<file path="config.mk">
export PLATFORM = sky130hd
export DESIGN_NAME = shamul_top
export DESIGN_NICKNAME = d
export VERILOG_FILES = /design/src/rtl/shamul_pkg.sv /design/src/rtl/shamul_datapath.sv /design/src/rtl/shamul_ctrl.sv /design/src/rtl/shamul_top.sv
export SDC_FILE = /design/constraint.sdc
export NUM_CORES = 1
export LEC_CHECK = 0
export ABC_AREA = 1
export CAP_MARGIN = 20
export CORE_MARGIN = 2
export CORE_UTILIZATION = 45
export CTS_CLUSTER_SIZE = 10
export DETAILED_ROUTE_END_ITERATION = 12
export DONT_BUFFER_PORTS = 1
export GPL_TIMING_DRIVEN = 0
export SYNTH_ARGS = -nofsm -noshare
export SYNTH_HDL_FRONTEND = slang
export SYNTH_HIERARCHICAL = 1
export SYNTH_SLANG_ARGS = --single-unit
</file>
<file path="constraint.sdc">
create_clock -name clk -period 4 [get_ports clk]
set_clock_uncertainty 0.2 [all_clocks]
set_input_delay 0.4 -clock clk [delete_from_list [all_inputs] [get_ports clk]]
set_output_delay 0.4 -clock clk [all_outputs]
set_load 0.05 [all_outputs]
</file>
<file path="src/rtl/shamul_pkg.sv">
package shamul_pkg;
   typedef enum logic [1:0] {
      LP_HOLD  = 2'b00,
      LP_SHIFT = 2'b01,
      LP_SPARE = 2'b10,
      LP_LOAD  = 2'b11
   } lp_mode_t;

   typedef enum logic [1:0] {
      ST_IDLE = 2'b00,
      ST_RUN  = 2'b01,
      ST_FIN  = 2'b10
   } seq_state_t;
endpackage

</file>
<file path="src/rtl/shamul_datapath.sv">
module shamul_datapath
   import shamul_pkg::*;
#(
   parameter int WIDTH      = 8,
   parameter bit RIPPLE_ADD = 1'b1
) (
   input  logic               clk,
   input  logic               rst_n,
   input  logic [WIDTH-1:0]   mcand_in,
   input  logic [WIDTH-1:0]   mplier_in,
   input  logic               ld_mc_n,
   input  logic               ld_hp_n,
   input  lp_mode_t           lp_mode,
   input  logic               sel_sum,
   input  logic               clr,
   output logic               lsb,
   output logic [2*WIDTH-1:0] prod
);
   localparam int FW = WIDTH + 1;

   initial begin
      if (WIDTH < 2) $error("shamul_datapath: WIDTH must be at least 2");
   end

   logic [WIDTH-1:0] mc_q, hp_q, lp_q;
   logic [FW-1:0]    sum_w, f_w;

   generate
      if (RIPPLE_ADD) begin : g_ripple
         logic [WIDTH:0] cy;
         assign cy[0] = 1'b0;
         for (genvar i = 0; i < WIDTH; i++) begin : g_bit
            assign sum_w[i]  = hp_q[i] ^ mc_q[i] ^ cy[i];
            assign cy[i+1]   = (hp_q[i] & mc_q[i]) | (cy[i] & (hp_q[i] ^ mc_q[i]));
         end
         assign sum_w[WIDTH] = cy[WIDTH];
      end else begin : g_behav
         assign sum_w = {1'b0, hp_q} + {1'b0, mc_q};
      end
   endgenerate

   always_comb begin
      if (clr)          f_w = '0;
      else if (sel_sum) f_w = sum_w;
      else              f_w = {1'b0, hp_q};
   end

   always_ff @(posedge clk or negedge rst_n) begin
      if (!rst_n) mc_q <= '0;
      else if (!ld_mc_n) mc_q <= mcand_in;
   end

   always_ff @(posedge clk or negedge rst_n) begin
      if (!rst_n) hp_q <= '0;
      else if (!ld_hp_n) hp_q <= f_w[FW-1:1];
   end

   always_ff @(posedge clk or negedge rst_n) begin
      if (!rst_n) lp_q <= '0;
      else begin
         case (lp_mode)
            LP_LOAD:  lp_q <= mplier_in;
            LP_SHIFT: lp_q <= {f_w[0], lp_q[WIDTH-1:1]};
            default:  lp_q <= lp_q;
         endcase
      end
   end

   assign lsb  = lp_q[0];
   assign prod = {hp_q, lp_q};

   // mode code behaviour of the shared register
   assert_lp_hold_R8: assert property (@(posedge clk) disable iff (!rst_n)
      (lp_mode == LP_HOLD) |=> $stable(lp_q));
   assert_lp_load_R8: assert property (@(posedge clk) disable iff (!rst_n)
      (lp_mode == LP_LOAD) |=> (lp_q == $past(mplier_in)));
   assert_lp_shift_R8: assert property (@(posedge clk) disable iff (!rst_n)
      (lp_mode == LP_SHIFT) |=> (lp_q[WIDTH-2:0] == $past(lp_q[WIDTH-1:1])));

   // clear forces the upper half to zero
   assert_clear_zero_R7: assert property (@(posedge clk) disable iff (!rst_n)
      (clr && !ld_hp_n) |=> (hp_q == '0));

   // shift step adds the multiplicand only when the bottom bit was 1
   assert_step_value_R9: assert property (@(posedge clk) disable iff (!rst_n)
      (!ld_hp_n && !clr && lp_mode == LP_SHIFT) |=>
      ({hp_q, lp_q[WIDTH-1]} == ({1'b0, $past(hp_q)} +
                                 ($past(lsb) ? {1'b0, $past(mc_q)} : {FW{1'b0}}))));

   // multiplicand register only changes when its load is active
   assert_mc_stable_R6: assert property (@(posedge clk) disable iff (!rst_n)
      ld_mc_n |=> $stable(mc_q));
endmodule

</file>
<file path="src/rtl/shamul_ctrl.sv">
module shamul_ctrl
   import shamul_pkg::*;
#(
   parameter int WIDTH = 8
) (
   input  logic     clk,
   input  logic     rst_n,
   input  logic     start,
   input  logic     lsb,
   output logic     ld_mc_n,
   output logic     ld_hp_n,
   output lp_mode_t lp_mode,
   output logic     sel_sum,
   output logic     clr,
   output logic     done,
   output logic     idle
);
   localparam int CNT_W = (WIDTH > 1) ? $clog2(WIDTH) : 1;
   localparam logic [CNT_W-1:0] LAST = CNT_W'(WIDTH - 1);

   seq_state_t       st_q, st_d;
   logic [CNT_W-1:0] cnt_q;

   always_comb begin
      st_d    = st_q;
      ld_mc_n = 1'b1;
      ld_hp_n = 1'b1;
      lp_mode = LP_HOLD;
      sel_sum = 1'b0;
      clr     = 1'b0;
      done    = 1'b0;
      case (st_q)
         ST_IDLE: if (start) begin
            ld_mc_n = 1'b0;
            ld_hp_n = 1'b0;
            lp_mode = LP_LOAD;
            clr     = 1'b1;
            st_d    = ST_RUN;
         end
         ST_RUN: begin
            ld_hp_n = 1'b0;
            lp_mode = LP_SHIFT;
            sel_sum = lsb;
            if (cnt_q == LAST) st_d = ST_FIN;
         end
         ST_FIN: begin
            done = 1'b1;
            st_d = ST_IDLE;
         end
         default: st_d = ST_IDLE;
      endcase
   end

   always_ff @(posedge clk or negedge rst_n) begin
      if (!rst_n) begin
         st_q  <= ST_IDLE;
         cnt_q <= '0;
      end else begin
         st_q <= st_d;
         if (st_q == ST_RUN) cnt_q <= cnt_q + 1'b1;
         else                cnt_q <= '0;
      end
   end

   assign idle = (st_q == ST_IDLE);

   // done lasts one cycle and is followed by idle
   assert_done_pulse_R2: assert property (@(posedge clk) disable iff (!rst_n)
      done |=> (!done && idle));
   // start is ignored outside idle
   assert_busy_ignore_R4: assert property (@(posedge clk) disable iff (!rst_n)
      (!idle && start) |-> ld_mc_n);
endmodule

</file>
<file path="src/rtl/shamul_top.sv">
module shamul_top
   import shamul_pkg::*;
#(
   parameter int WIDTH      = 8,
   parameter bit RIPPLE_ADD = 1'b1
) (
   input  logic               clk,
   input  logic               rst_n,
   input  logic               start,
   input  logic [WIDTH-1:0]   mcand_in,
   input  logic [WIDTH-1:0]   mplier_in,
   output logic [2*WIDTH-1:0] product,
   output logic               done
);
   logic     ld_mc_n, ld_hp_n, sel_sum, clr, lsb, idle;
   lp_mode_t lp_mode;

   shamul_ctrl #(.WIDTH(WIDTH)) u_ctrl (
      .clk(clk), .rst_n(rst_n), .start(start), .lsb(lsb),
      .ld_mc_n(ld_mc_n), .ld_hp_n(ld_hp_n), .lp_mode(lp_mode),
      .sel_sum(sel_sum), .clr(clr), .done(done), .idle(idle)
   );

   shamul_datapath #(.WIDTH(WIDTH), .RIPPLE_ADD(RIPPLE_ADD)) u_dp (
      .clk(clk), .rst_n(rst_n), .mcand_in(mcand_in), .mplier_in(mplier_in),
      .ld_mc_n(ld_mc_n), .ld_hp_n(ld_hp_n), .lp_mode(lp_mode),
      .sel_sum(sel_sum), .clr(clr), .lsb(lsb), .prod(product)
   );

   // product holds while idle without a start
   assert_hold_product_R5: assert property (@(posedge clk) disable iff (!rst_n)
      (idle && !start) |=> $stable(product));
   // no done pulse straight out of idle
   assert_no_spurious_done_R1: assert property (@(posedge clk) disable iff (!rst_n)
      idle |=> !done);
endmodule

</file>
==> run_results.csv <==
group,metric,value,unit
run_status,status,"finished clean",
worst_setup_path,worst_setup_path_end_kind,"flop",
placement,place_congestion,0.763,
placement,dpl.hpwl,2050,um
floorplan,core-area,3280,um2
worst_setup_path,arrival,3880,ps
grt,grt_pass1_vias,985,
floorplan,start_util,46.1,%
final_layout,layout_commonest_cell,"dfrtp_1",
synth,yosys.area.top_type,"dfrtp_1",
clock_network,cts-buffers-inserted,5,
synth,synth_edf_count,0,
grt,grt.overflow.total,0,
worst_hold_path,holdCritPathClass,"primary input to flop",
synth,yosysSeqAreaShare,48.0,%
synth,async_reset_ff_share,100,%
clock_network,post-cts-setup-buffer-count,0,
drt,drc,0,
synth,synth_fp_nets,179,
drt,ant_nets,0,
synth,syn-cell-area,1510,um2
synth,synth_top_area_share,48.0,%
worst_setup_path,cpMostUsedCell,"fa_1",
drt,vias_per_cell,4.91,
worst_setup_path,max_stage_delay,550,ps
synth,synthFlopType,"dfrtp_1",
drt,post_drt_wl_per_cell,13.4,um
clock_network,clock_tree.root_cell,"clkbuf_4",
floorplan,die_h,62.0,um
floorplan,fp.dieW,62.0,um
sta,setup_viol,0,
synth,synthCells,150,
worst_setup_path,crit_family,"adder cells",
clock_network,path_clk_slew,100,ps
sta,worstMarginPinSlew,913,ps
floorplan,num_io_pins,36,
floorplan,fp-row-count,21,
worst_setup_path,critPathBufInv,2,
worst_setup_path,reg2reg_slack,140,ps
synth,synthTopCellsByArea,"dfrtp_1, fa_1, o21ai_2",
sta,hold_viol_final,0,
synth,synth.distinct_cells,21,
sta,finalCritPeriodShare,96.4,%
floorplan,dieArea,3840,um2
drt,drt-pass1-iter-count,4,
grt,grt_pass1_wl,4550,um
final_layout,drive_gt1_share,27.9,%
sta,setup_tns,0,ps
drt,routed_wl,2840,um
sta,rsz0062_at_grt,"no",
worst_setup_path,path_class,"flop to flop",
clock_network,clkSinkCount,29,
synth,synth.ff_latch_count,29,
synth,yosysWarnings,6,
grt,antenna_found_initial,0,
clock_network,clock_tree.buffer_depth,2,
worst_setup_path,cp_slowest_cell,"dfrtp_2",
sta,period_minus_slack,3860,ps
clock_network,htreeDepth,2,
clock_network,insertion_delay,330,ps
sta,report.final.slew_viol_count,0,
worst_setup_path,required,4020,ps
grt,grt.total_usage,17.1,%
final_layout,area_growth,15.2,%
drt,drt_iter0_markers,35,
flow_run,max-cap-violations,0,
grt,grt_max_degree,30,
drt,vias,1036,
worst_setup_path,crit_path_start_kind,"flop",
final_layout,num_antenna_cells,0,
sta,max_slew_margin,38.9,%
clock_network,cts_tree,"built",
worst_setup_path,cp_cell_sequence,"ha_4 -> fa_1 -> fa_2 -> fa_2 -> fa_2 -> fa_1 -> inv_1 -> fa_1 -> inv_1 -> fa_1 -> o21ai_2 -> o21ai_2",
sta,fmax,0.259,GHz
final_layout,fin_nets,193,
worst_setup_path,worstPathMaxFanout,4,
final_layout,final_cell_mix,"dfrtp_1, nand2_1, nor2_1",
placement,io_buffer_count,0,
synth,syn_area_per_cell,10.1,um2
-- cells in the mapped netlist, types with 3 or more instances --
cell / count
dfrtp_1: 29
nand2_1: 23
nor2_1: 22
inv_1: 14
o21ai_2: 12
fa_1: 7
mux2_2: 7
o21ai_1: 7
o21ai_0: 6
a21oi_1: 3
buf_4: 3
ha_1: 3
nand3_1: 3
-- registers in the layout, indices dropped and copies added (netlist names) --
signal / flops
u_dp/hp_q: 8
u_ctrl/cnt_q: 3
u_dp/mc_q: 8
u_ctrl/st_q: 2
u_dp/lp_q: 8
-- logic make-up after synthesis --
logic type,Yosys count,synth area share [%]
adder cells (fa/ha/maj),10,11.7
AO/OA/AOI/OAI,30,13.2
multiplexers,7,5.21
flip-flops,29,48.0
AND/OR/NAND/NOR,51,14.3
buffers and inverters,23,7.61
-- final cells by class --
cell class                 instances  area (um2)
multi-input combinational         98         692
sequential                        29         728
timing repair buffer               7        80.1
inverter                          16        60.1
tap                               46        57.6
clock buffer                       7        65.1
clock inverter                     1        5.00
buffer                             7        55.1
fill                             311        1540
-- layer usage --
layer	vias to the layer above	track usage, %	wire length (um)
met5	-	0	0
met4	0	6.38	28
met3	4	7.87	169
met2	28	26.6	1440
met1	500	20.7	1190
li1	504	-	-
-- worst paths after layout --
kind                            startpoint               to  cells after the start
setup / recovery              u_dp/hp_q[0]     u_dp/hp_q[6]                     12
hold / removal                       start   u_ctrl/st_q[0]                      2
setup reg to reg              u_dp/hp_q[0]     u_dp/hp_q[6]                     12
hold reg to reg            u_ctrl/cnt_q[0]  u_ctrl/cnt_q[0]                      1
max in group asynchronous            rst_n     u_dp/hp_q[0]                      2
min in group asynchronous            rst_n     u_dp/hp_q[1]                      2
-- worst register-to-register path, stage by stage, from the launching register on --
cell and delay, ps:
dfrtp_2 550, ha_4 210, fa_1 400, fa_2 370
fa_2 350, fa_2 360, fa_1 380, inv_1 80
fa_1 160, inv_1 50, fa_1 450, o21ai_2 150
o21ai_2 60
-- per-stage QoR --
step / utilization, % / cells / setup WS [ps] / hold slack (ps) / area (um2)
final: 53.1 / 211 / 143 / 18.5 / 1740
after global routing: 53.1 / 211 / 2.80 / 5.04 / 1740
after CTS: 51.7 / 208 / 27.9 / 0.417 / 1700
after detailed placement: 47.8 / 196 / -144 / -95.0 / 1570
after global placement: 47.8 / 196 / -90.5 / -94.9 / 1570
after floorplan: - / 150 / 56.5 / -95.6 / 1510
-- timing repair --
item,CTS,global route
endpoints found under the hold margin,31,3
gates resized for setup,3,4
pin swaps,0,1
hold buffers,4,3
endpoints found under the setup margin,2,1
Power is left out: the tool's default activity adds up to more than one toggle a clock period on the data nets, which glitch-free logic cannot reach.
